`src/rtl/irqc_pkg.sv`:
```
`timescale 1ns/1ps
// Shared constants for the indexed interrupt status controller.
// Assumes byte offsets on a 16-bit register bus.
package irqc_pkg;
    localparam int ADDR_W = 16;
    localparam int DATA_W = 32;
    localparam int IDX_W  = 8;

    typedef enum logic [1:0] {
        MODE_OFF = 2'd0,
        MODE_SW  = 2'd1,
        MODE_HW  = 2'd2
    } line_mode_e;

    localparam logic [ADDR_W-1:0] OFS_MODE = 16'h10E0;
    localparam logic [ADDR_W-1:0] OFS_DESC = 16'h10FC;
    localparam logic [ADDR_W-1:0] OFS_IDX  = 16'h1100;
    localparam logic [ADDR_W-1:0] OFS_MASK = 16'h1108;
    localparam logic [ADDR_W-1:0] OFS_RAW  = 16'h1110;
    localparam logic [ADDR_W-1:0] OFS_MSK  = 16'h1118;
    localparam logic [ADDR_W-1:0] OFS_SET  = 16'h1120;
    localparam logic [ADDR_W-1:0] OFS_CLR  = 16'h1128;
endpackage

```
`src/rtl/irqc_status_bank.sv`:
```
`timescale 1ns/1ps
// Raw status flags, one per source. A set request beats a clear request
// for the same bit in the same cycle. Assumes synchronous active-low reset.
module irqc_status_bank #(
    parameter int N = 8
) (
    input  logic         clk,
    input  logic         rst_n,
    input  logic [N-1:0] set_vec,
    input  logic [N-1:0] clr_vec,
    output logic [N-1:0] raw_q
);
    // Update flags: clear first, then apply sets so sets win.
    always_ff @(posedge clk) begin
        if (!rst_n) raw_q <= '0;
        else        raw_q <= (raw_q & ~clr_vec) | set_vec;
    end
endmodule

```
`src/rtl/irqc_prio_enc.sv`:
```
`timescale 1ns/1ps
// Fixed-priority index encoder: returns 0 when idle, else lowest set bit + 1.
// Assumes N + 1 fits in IDX_W bits.
module irqc_prio_enc #(
    parameter int N     = 8,
    parameter int IDX_W = 8
) (
    input  logic [N-1:0]     req,
    output logic [IDX_W-1:0] idx
);
    // Scan from high to low so the lowest-numbered request is kept last.
    always_comb begin
        idx = '0;
        for (int i = N - 1; i >= 0; i--) begin
            if (req[i]) idx = IDX_W'(i + 1);
        end
    end
endmodule

```
`src/rtl/irqc_ctrl_regs.sv`:
```
`timescale 1ns/1ps
// Mask and line-mode control registers. The mask resets with all sources
// enabled; the mode resets to off and refuses the unused encoding 3.
module irqc_ctrl_regs
    import irqc_pkg::*;
#(
    parameter int N = 8
) (
    input  logic         clk,
    input  logic         rst_n,
    input  logic         mask_we,
    input  logic         mode_we,
    input  logic [N-1:0] wdata_n,
    output logic [N-1:0] mask_q,
    output line_mode_e   mode_q
);
    // Mask register write.
    always_ff @(posedge clk) begin
        if (!rst_n)       mask_q <= '1;
        else if (mask_we) mask_q <= wdata_n;
    end

    // Mode register write; encoding 3 is dropped.
    always_ff @(posedge clk) begin
        if (!rst_n) mode_q <= MODE_OFF;
        else if (mode_we && (wdata_n[1:0] != 2'd3)) mode_q <= line_mode_e'(wdata_n[1:0]);
    end
endmodule

```
`src/rtl/irq_index_ctrl.sv`:
```
`timescale 1ns/1ps
// Indexed interrupt status controller top. It decodes the register bus,
// forms set/clear vectors for the status bank, encodes the priority index
// and acknowledges the indexed source on CPU (non-debug) reads.
// Assumes single-cycle reads with combinational read data and NUM_SRC <= 8.
module irq_index_ctrl
    import irqc_pkg::*;
#(
    parameter int NUM_SRC = 8
) (
    input  logic              clk,
    input  logic              rst_n,
    input  logic [ADDR_W-1:0] bus_addr,
    input  logic              bus_rd,
    input  logic              bus_wr,
    input  logic [DATA_W-1:0] bus_wdata,
    input  logic              bus_dbg,
    output logic [DATA_W-1:0] bus_rdata,
    input  logic [NUM_SRC-1:0] evt_pulse,
    input  logic [NUM_SRC-1:0] hw_ack,
    output logic              irq_out
);
    logic [NUM_SRC-1:0] raw_q, mask_q, mis, set_vec, clr_vec, idx_clr;
    logic [NUM_SRC-1:0] wdata_n;
    line_mode_e         mode_q;
    logic [IDX_W-1:0]   idx_cur;
    logic               cpu_idx_rd;

    assign wdata_n    = bus_wdata[NUM_SRC-1:0];
    assign mis        = raw_q & mask_q;
    assign cpu_idx_rd = bus_rd && !bus_dbg && (bus_addr == OFS_IDX);

    irqc_ctrl_regs #(.N(NUM_SRC)) u_regs (
        .clk     (clk),
        .rst_n   (rst_n),
        .mask_we (bus_wr && (bus_addr == OFS_MASK)),
        .mode_we (bus_wr && (bus_addr == OFS_MODE)),
        .wdata_n (wdata_n),
        .mask_q  (mask_q),
        .mode_q  (mode_q)
    );

    irqc_prio_enc #(.N(NUM_SRC), .IDX_W(IDX_W)) u_prio (
        .req (mis),
        .idx (idx_cur)
    );

    // One-hot acknowledge of the indexed source on a CPU index read.
    for (genvar g = 0; g < NUM_SRC; g++) begin : g_ack
        assign idx_clr[g] = cpu_idx_rd && (idx_cur == IDX_W'(g + 1));
    end

    // Combine all set and clear requests for the status bank.
    always_comb begin
        set_vec = evt_pulse;
        clr_vec = idx_clr;
        if (bus_wr && (bus_addr == OFS_SET)) set_vec = set_vec | wdata_n;
        if (bus_wr && (bus_addr == OFS_CLR)) clr_vec = clr_vec | wdata_n;
        if (mode_q == MODE_HW)               clr_vec = clr_vec | hw_ack;
    end

    irqc_status_bank #(.N(NUM_SRC)) u_bank (
        .clk     (clk),
        .rst_n   (rst_n),
        .set_vec (set_vec),
        .clr_vec (clr_vec),
        .raw_q   (raw_q)
    );

    // Read data multiplexer; zero outside a read and for unlisted offsets.
    always_comb begin
        bus_rdata = '0;
        if (bus_rd) begin
            case (bus_addr)
                OFS_MODE: bus_rdata = DATA_W'(mode_q);
                OFS_IDX:  bus_rdata = DATA_W'(idx_cur);
                OFS_MASK: bus_rdata = DATA_W'(mask_q);
                OFS_RAW:  bus_rdata = DATA_W'(raw_q);
                OFS_MSK:  bus_rdata = DATA_W'(mis);
                default:  bus_rdata = '0;
            endcase
        end
    end

    // Aggregated request, gated while the line is off.
    assign irq_out = (mode_q != MODE_OFF) && (|mis);
endmodule

```
`config.mk`:
```
export PLATFORM = sky130hd
export DESIGN_NAME = irq_index_ctrl
export DESIGN_NICKNAME = d
export VERILOG_FILES = /design/src/rtl/irqc_pkg.sv /design/src/rtl/irqc_status_bank.sv /design/src/rtl/irqc_prio_enc.sv /design/src/rtl/irqc_ctrl_regs.sv /design/src/rtl/irq_index_ctrl.sv
export SDC_FILE = /design/constraint.sdc
export NUM_CORES = 1
export LEC_CHECK = 0
export BUFFER_PORTS_ARGS = -buffer_cell sky130_fd_sc_hd__clkbuf_2
export CORE_MARGIN = 4
export CORE_UTILIZATION = 46
export CTS_CLUSTER_DIAMETER = 200
export DETAILED_ROUTE_END_ITERATION = 10
export GPL_ROUTABILITY_DRIVEN = 0
export PLACE_DENSITY = 0.87
export RECOVER_POWER = 50
export SYNTH_ARGS = -nofsm -noshare
export SYNTH_HDL_FRONTEND = slang
export SYNTH_SLANG_ARGS = --single-unit
```
`constraint.sdc`:
```
create_clock -name clk -period 3.8 [get_ports clk]
set_clock_uncertainty 0.05 [all_clocks]
set_input_delay 0.19 -clock clk [delete_from_list [all_inputs] [get_ports clk]]
set_output_delay 0.19 -clock clk [all_outputs]
set_load 0.01 [all_outputs]
```
### Word-level counts from Yosys, hierarchy flattened

Cells that the tools add are included.
Widths: inputs -> output; s select.

* flip-flop bits (word level): 18
* output and inout bits: 33
* input bits: 69
* logic and storage cells: 59

* equality and inequality tests: 17
* mux-type cells: 13
* bitwise operators: 7
* reduce and logical (&&, ||, !) cells: 19

Operators by type and width (count)
* $eq 16x13->1 const B: 7
* $pmux 8 s5: 1
* $eq 8x3->1 const B: 4
* $mux 4: 8
* $mux 8: 4
* $or 8x8->8: 4
* $and 8x8->8: 2
* $eq 8x2->1 const B: 2
* $logic_and 1x1->1: 16
* $eq 8x1->1 const B: 1
* $eq 8x4->1 const B: 1
* $not 8->8: 1
* $reduce_or 8->1: 1
* $eq 2x2->1 const B: 1
* $ne 2x2->1 const B: 1
* $reduce_bool 2->1: 1
* $logic_not 1->1: 1

### Depth between registers and ports, before layout

Gate-level depths: netlist (run 1).

* depth in word-level cells: 18
* mapped depth: 6
* depth with buffers taken out: 5

### By module

A second synthesis (run 1) with hierarchy kept.

* cell total of the unflattened synthesis: 235
* area total of the unflattened synthesis: 1841.8 sq um

By module, submodules not included
* irq_index_ctrl: cells each 160, times used 1, sequential area each 0.0 sq um, area an instance 1033.5 sq um
* irqc_ctrl_regs: cells each 33, times used 1, sequential area each 200.2 sq um, area an instance 365.4 sq um
* irqc_status_bank: cells each 25, times used 1, sequential area each 160.2 sq um, area an instance 337.8 sq um
* irqc_prio_enc: cells each 17, times used 1, sequential area each 0.0 sq um, area an instance 105.1 sq um

### Least setup slack after synthesis (run 1)

Ideal clock, no wire load.

* path type: input port to output port
* start: in bus_addr[13]
* end: out bus_rdata[3]
* required time: 3.560 ns
* slack: 1.938 ns
* stages: 5
* buffers on the path: 0
* data arrival time: 1.622 ns
* path through: or4b_4 nor4_4 a41o_1 o21ai_1 a21oi_1

* longest elaborated chain between the ends: 3
* elaborated cells between the ends (all ways): 7
* those cells by class: eq/ne (5); mux (2)

Ends and longest elaborated chain
* from (decl): RTL line irq_index_ctrl.sv:13 `input logic [ADDR_W-1:0] bus_addr,`
* $eq 16x13->1: RTL line irq_index_ctrl.sv:74 `case (bus_addr)`
* $pmux 8 s5 *: RTL line irq_index_ctrl.sv:74
* $mux 8 *: RTL line irq_index_ctrl.sv:73 `if (bus_rd) begin`
* to (decl): RTL line irq_index_ctrl.sv:18 `output logic [DATA_W-1:0] bus_rdata,`

Mark *: on every way between the ends. The rest lies on a longest branch, timed or not.

### Worst setup path in the final report (run 1)

* start: in bus_addr[13]
* end: out bus_rdata[1]

Same word-level chain as after synthesis.

==> results of run 1 <==
## per-layer routing
layer | share of wire | global-route usage | wire length [um]
met5 | 0 | 0 | 0
met4 | 0.0068 | 0.04315 | 30
met3 | 0.10 | 0.05272 | 447
met2 | 0.48 | 0.3304 | 2083
met1 | 0.42 | 0.2619 | 1819
## worst register-to-register path, cell delays in order (launching register included)
cell      delay [ps]
dfxtp_1          380
a222oi_1         580
a21boi_0         310
nand4_1          220
nor3_1           220
o22ai_1          110
## cell families (layout without fill, tap and decap cells)
family          after synthesis  in the layout  share of synthesized area
simple gates                 85             85                     0.3094
compound gates               60             60                     0.2682
buf+inv                      31             60                     0.1357
flops                        18             18                     0.2326
mux                           8              8                    0.05170
other cells                   1             24                   0.002421
## cell usage in the layout (no fill, tap or decap), types with 2 or more instances in the layout
master    count
a32oi_1       3
a31oi_1       2
o21ai_0       3
a21o_1        7
conb_1       24
clkbuf_4      3
a22o_1        2
nand4_1       3
nor3_2        2
nand2_1      29
clkbuf_2     53
o22ai_1      12
o21ba_2       2
a21oi_1      12
and3_1        5
mux2i_1       8
nor3_1        5
o21ai_1       3
nor2_1       15
or3_1         2
a22oi_1       4
dfxtp_1      18
nand3_1      11
nor2b_1       2
## registers in the layout (all words and copies together), names as in the netlist
signal,cells
u_regs.mask_q,8
u_bank.raw_q,8
u_regs.mode_q,2
## cell type report
class / count / area (sq um) / share of cell area
multi-input cells: 177 / 1037 / 0.5875
flip-flops and latches: 18 / 360.3 / 0.2041
repair buffers: 53 / 265.3 / 0.1502
well taps: 44 / 55.05 / 0.03118
clock buffers: 4 / 36.28 / 0.02055
inverters: 3 / 11.26 / 0.006378
## per-stage QoR
step	setup slack, ps	hold slack [ps]	power (mW)	area (sq um)
2_1_floorplan	1938	265.1	0.2879	1635
3_3_place_gp	1666	385.4	0.3091	1757
3_5_place_dp	1647	392.8	0.3125	1757
4_1_cts	1629	82.66	0.4312	1793
5_1_grt	1240	80.15	0.4532	1765
6_report	1348	81.98	0.4313	1765
## report_power, final
part | internal, mW | leakage, nW | switching [mW] | total (mW)
sequential | 0.197 | 0.148 | 0.0103 | 0.207
clock | 0.0585 | 0.0210 | 0.0622 | 0.121
combinational | 0.0422 | 0.672 | 0.0616 | 0.104
total | 0.297 | 0.842 | 0.134 | 0.431
## cell usage after synthesis (all sizes together), types with 3 or more instances
library cell	n	area, sq um
a21o	7	52.55
a21oi	12	60.06
a22oi	4	30.03
a32oi	3	26.28
and3	5	31.28
buf	26	191.4
dfxtp	18	360.4
mux2i	8	80.08
nand2	30	115.1
nand3	11	67.57
nand4	3	18.77
nor2	15	56.30
nor3	7	56.31
nor4	3	40.04
o21ai	6	30.02
o22ai	12	75.07
## worst max path at each step
| stage | endpoint | cells past startpoint |
|---|---|---|
| final | bus_rdata[1] | 7 |
| after global routing | bus_rdata[1] | 7 |
| after CTS | bus_rdata[3] | 6 |
| after detailed placement | bus_rdata[1] | 7 |
| after global placement | bus_rdata[3] | 7 |
| after floorplan | bus_rdata[3] | 5 |
==> out/metrics.yaml, run 1 <==
status: "finished, final reports clean"
ctsHoldBuffers: 0
hp-class: "input pin to flip-flop"
wl_per_cell_um: 14.65
max_cap_violations: 0
htreeDepth: 1
die_x_um: 66.03
antenna_found_initial: 0
clk_latency_ps: 300
die_area_sq_um: 4360
power.density_nw_per_um2: 244.3
endpoint_kind: "output port"
core_area_sq_um: 3128
maxSlewViolCount: 0
synth_seq_cells: 18
power_leakage_nw: 0.8416
firstDrtPassIters: 4
cp.required_ps: 3560
start_util: 0.4952
r2r-start: "u_bank.raw_q[2]"
yosys_warnings: 0
cts.path.max_buffers: 2
io_buffers: 53
viasPerCell: 5.749
hpwlAfterDp_um: 3507
peakVddDrop_v: 0.0001992
slowest_delay_ps: 600
clkSlewWorstSetupHoldPaths_ps: 110
r2r_end: "u_bank.raw_q[3]"
nets: 325
dieHeight_um: 66.03
rsz0062_at_grt: "no"
avgSynthCellArea_sq_um: 7.630
hp-start: "bus_wdata[7]"
ff2ff_path_depth: 5
drt-initial-drc-count: 157
synth_ff_type: "dfxtp_1"
grt_max_degree: 19
area_growth_syn_to_layout_pct: 13.97
rows: 20
max_slew_margin: 0.4697
fin_cells: 299
antenna_cells: 0
dp_cells: 295
ant_nets: 0
reg2reg_slack_ps: 1830
finalHoldViolCount: 0
wirelength_um: 4380
post_cts_buffers: 0
synth_edf_count: 0
cts_tree: "done"
cts_buffers: 3
overflow: 0
worstHoldPathCells: 3
cts_resized: 0
cp_slowest_cell: "or4b_1"
finalSetupTns_ps: 0
path_cells: "clkbuf_2 -> or4b_1 -> nor3_1 -> and2_0 -> a32oi_1 -> a21oi_1 -> clkbuf_2"
layout-drive-gt1-share: 0.2627
synth.distinct_cells: 49
grt_pass1_wl_um: 6920
crit_buf_inv: 2
path_class: "input pin to output port"
root_buffer: "clkbuf_4"
crit_path_max_fanout: 5
fin_util: 0.5644
via_count: 1719
drcViolationCount: 0
num_io_pins: 102
fin_crit_ps: 2452
cts.sinks: 18
tightest_slew_ps: 788.9
grt_pass1_vias: 1559
synthCells: 203
period_share: 0.6452
ys_seq_area_frac: 0.2326
cp-start-kind: "input pin"
grt_usage: 0.2005
max_clock_freq_mhz: 407.9
synthArstFlopShare: 0
cp-startpoint: "bus_addr[13]"
setup_viol: 0
crit_family: "simple AND/OR/NAND/NOR gates"
netlist_area_sq_um: 1549
path_common_cell: "clkbuf_2"
arrival_ps: 2210
min_to: "u_regs.mask_q[7]"
n_fill_cell: 305
Power figures use the tool's default switching activity.
==> run 2, diff against run 1 <==
--- a/config.mk
+++ b/config.mk
@@ -5,13 +5,14 @@
 export SDC_FILE = /design/constraint.sdc
 export NUM_CORES = 1
 export LEC_CHECK = 0
+export ABC_AREA = 1
 export BUFFER_PORTS_ARGS = -buffer_cell sky130_fd_sc_hd__clkbuf_2
 export CORE_MARGIN = 4
-export CORE_UTILIZATION = 46
+export CORE_UTILIZATION = 45
 export CTS_CLUSTER_DIAMETER = 200
 export DETAILED_ROUTE_END_ITERATION = 10
 export GPL_ROUTABILITY_DRIVEN = 0
-export PLACE_DENSITY = 0.87
+export PLACE_DENSITY = 0.81
 export RECOVER_POWER = 50
 export SYNTH_ARGS = -nofsm -noshare
 export SYNTH_HDL_FRONTEND = slang
==> constraint.sdc (replaced) <==
create_clock -name clk -period 2.3 [get_ports clk]
set_clock_uncertainty 0.05 [all_clocks]
set_input_delay 0.115 -clock clk [delete_from_list [all_inputs] [get_ports clk]]
set_output_delay 0.115 -clock clk [all_outputs]
set_load 0.01 [all_outputs]
==> out/metrics.yaml, run 2 <==
max_slew_margin: 0.5804  # +0.1107
die_area_sq_um: 5193  # +19%
num_io_pins: 102  # unchanged
hp-class: "input pin to flip-flop"
fin_cells: 407  # +36%
nets: 427  # +31%
grt_pass1_vias: 1872  # +20%
arrival_ps: 1730  # -480 ps
start_util: 0.4650  # -0.03017
io_buffers: 53  # unchanged
setup_viol: 0  # unchanged
clkSlewWorstSetupHoldPaths_ps: 70  # -40 ps
placed_cell_area_sq_um: 2062  # +17%
htreeDepth: 1  # unchanged
combPwrFrac: 0.227  # -0.014
power_leakage_nw: 1.246  # +48%
max_cap_violations: 0  # unchanged
cts.sinks: 18  # unchanged
synthArstFlopShare: 0  # unchanged
synth_seq_cells: 18  # unchanged
overflow: 0  # unchanged
cts_tree: "done"
final_common_cell: "nand2_1"
dp_cells: 403  # +37%
endpoint_kind: "output port"
power.share.switching: 0.2973  # -0.01360
hpwlAfterDp_um: 3853  # +9.9%
p_clk_frac: 0.339  # +0.059
period_share: 0.8249
synth_ff_type: "dfxtp_1"
yosys_warnings: 0  # unchanged
maxSlewViolCount: 0  # unchanged
synth_edf_count: 0  # unchanged
crit_path_max_fanout: 6  # +1
wirelength_um: 4710  # +7.5%
die_x_um: 72.06  # +9.1%
max_clock_freq_mhz: 527.1
path_class: "flip-flop to output port"
finalSetupTns_ps: 0  # unchanged
final_cell_mix: "nand2_1, clkbuf_2, inv_1"
status: "finished, final reports clean"
synthCells: 304  # +50%
power.density_nw_per_um2: 369.0  # +51%
drt-initial-drc-count: 125  # -20%
cts_buffers: 3  # unchanged
layout-drive-gt1-share: 0.2213  # -0.04146
pwr-share-seq: 0.433  # -0.047
drcViolationCount: 0  # unchanged
cts_resized: 0  # unchanged
power.switching_mw: 0.2281  # +70%
reg_top3: "u_bank.raw_q (8), u_regs.mask_q (8), u_regs.mode_q (2)"
via_count: 1934  # +13%
dieHeight_um: 72.06  # +9.1%
ant_nets: 0  # unchanged
cp-start-kind: "flip-flop"
grt_max_degree: 17  # -2
antenna_cells: 0  # unchanged
peakVddDrop_v: 0.0003129  # +57%
ys_seq_area_frac: 0.1951  # -0.03751
p_int_mw: 0.5393  # +81%
synth.distinct_cells: 30  # -39%
viasPerCell: 4.752  # -17%
area_growth_syn_to_layout_pct: 12.60
cp.required_ps: 2130  # -1430 ps
rows: 23  # +15%
tightest_slew_ps: 627.8  # -161.0 ps
core_area_sq_um: 3971  # +27%
rsz0062_at_grt: "no"
design_area_sq_um: 2079  # +18%
wl_per_cell_um: 11.57  # -21%
clk_latency_ps: 260  # -40 ps
n_fill_cell: 429  # +41%
antenna_found_initial: 0  # unchanged
ctsHoldBuffers: 0  # unchanged
netlist_area_sq_um: 1847  # +19%
synth.most_common_cell: "nand2_1"
post_cts_buffers: 0  # unchanged
synth_top_area_frac: 0.1951  # -0.03751
grt_pass1_wl_um: 7748  # +12%
grt_usage: 0.1837  # -0.01679
synth.area.top_cells: "dfxtp_1, nand2_1, inv_1"
firstDrtPassIters: 4  # unchanged
yosys-top-cells-count: "nand2_1, inv_1, nor2_1, buf_4, nand3_1"
cts.path.max_buffers: 2  # unchanged
fin_crit_ps: 1897
finalHoldViolCount: 0  # unchanged
synth_largest_area_cell: "dfxtp_1"
root_buffer: "clkbuf_8"
avgSynthCellArea_sq_um: 6.075  # -20%
[run 2: path summary, 6_finish.rpt]
path	start	end	slack, ps	depth (start not counted)
setup / recovery	u_bank.raw_q[0]	bus_rdata[2]	400	8
hold reg to reg	u_regs.mask_q[2]	u_regs.mask_q[2]	480	2
hold / removal	bus_wdata[2]	u_regs.mask_q[2]	120	3
setup reg to reg	u_bank.raw_q[0]	u_bank.raw_q[6]	700	8
[run 2: cell families after synthesis]
family	synth area share
AO/OA/AOI/OAI	0.2141
flip-flops	0.1951
other	0.002031
AND/OR/NAND/NOR	0.3625
buffers and inverters	0.2263
[run 2: through the flow]
| stage | utilization | power [mW] | hold slack (ps) | setup slack (ps) |
|---|---|---|---|---|
| 2_1_floorplan | - | 0.4797 | 257.9 | 975.2 |
| 3_3_place_gp | 0.5192 | 0.5080 | 365.0 | 695.5 |
| 3_5_place_dp | 0.5192 | 0.5131 | 378.2 | 670.5 |
| 4_1_cts | 0.5331 | 0.7702 | 115.8 | 420.7 |
| 5_1_grt | 0.5236 | 0.8141 | 130.0 | 208.4 |
| 6_report | 0.5236 | 0.7674 | 116.4 | 402.8 |
[run 2: critical path, stage by stage, from the launching register on]
cell,delay [ps]
dfxtp_1,340
nand2_1,180
nand3_1,160
nor2_1,220
inv_1,100
o21ai_0,170
nor2_1,60
nor2_1,110
clkbuf_2,150
[run 2: final cells by class]
class / instances / area (sq um) / area share
Inverter: 58 / 219.0 / 0.1053
Multi-Input combinational cell: 224 / 1117 / 0.5373
Timing Repair Buffer: 53 / 265.3 / 0.1276
Tap cell: 50 / 62.56 / 0.03008
Clock buffer: 4 / 55.05 / 0.02647
Sequential cell: 18 / 360.3 / 0.1733
[run 2: per-layer routing]
layer  vias to the layer above  wire length, um  track usage  part of all wire
met5                         -                0            0                 0
met4                         0               61      0.08559             0.013
met3                         7              444      0.03047             0.094
met2                        81             2221       0.3124              0.47
met1                       830             1983       0.2247              0.42
li1                       1016                -            -                 -
[run 2: power by group through the flow]
stage	registers, mW	logic [mW]	clock network, mW
2_1_floorplan	0.335	0.145	0
3_3_place_gp	0.338	0.170	0
3_5_place_dp	0.339	0.174	0
4_1_cts	0.332	0.175	0.263
5_1_grt	0.333	0.200	0.281
6_report	0.333	0.174	0.260
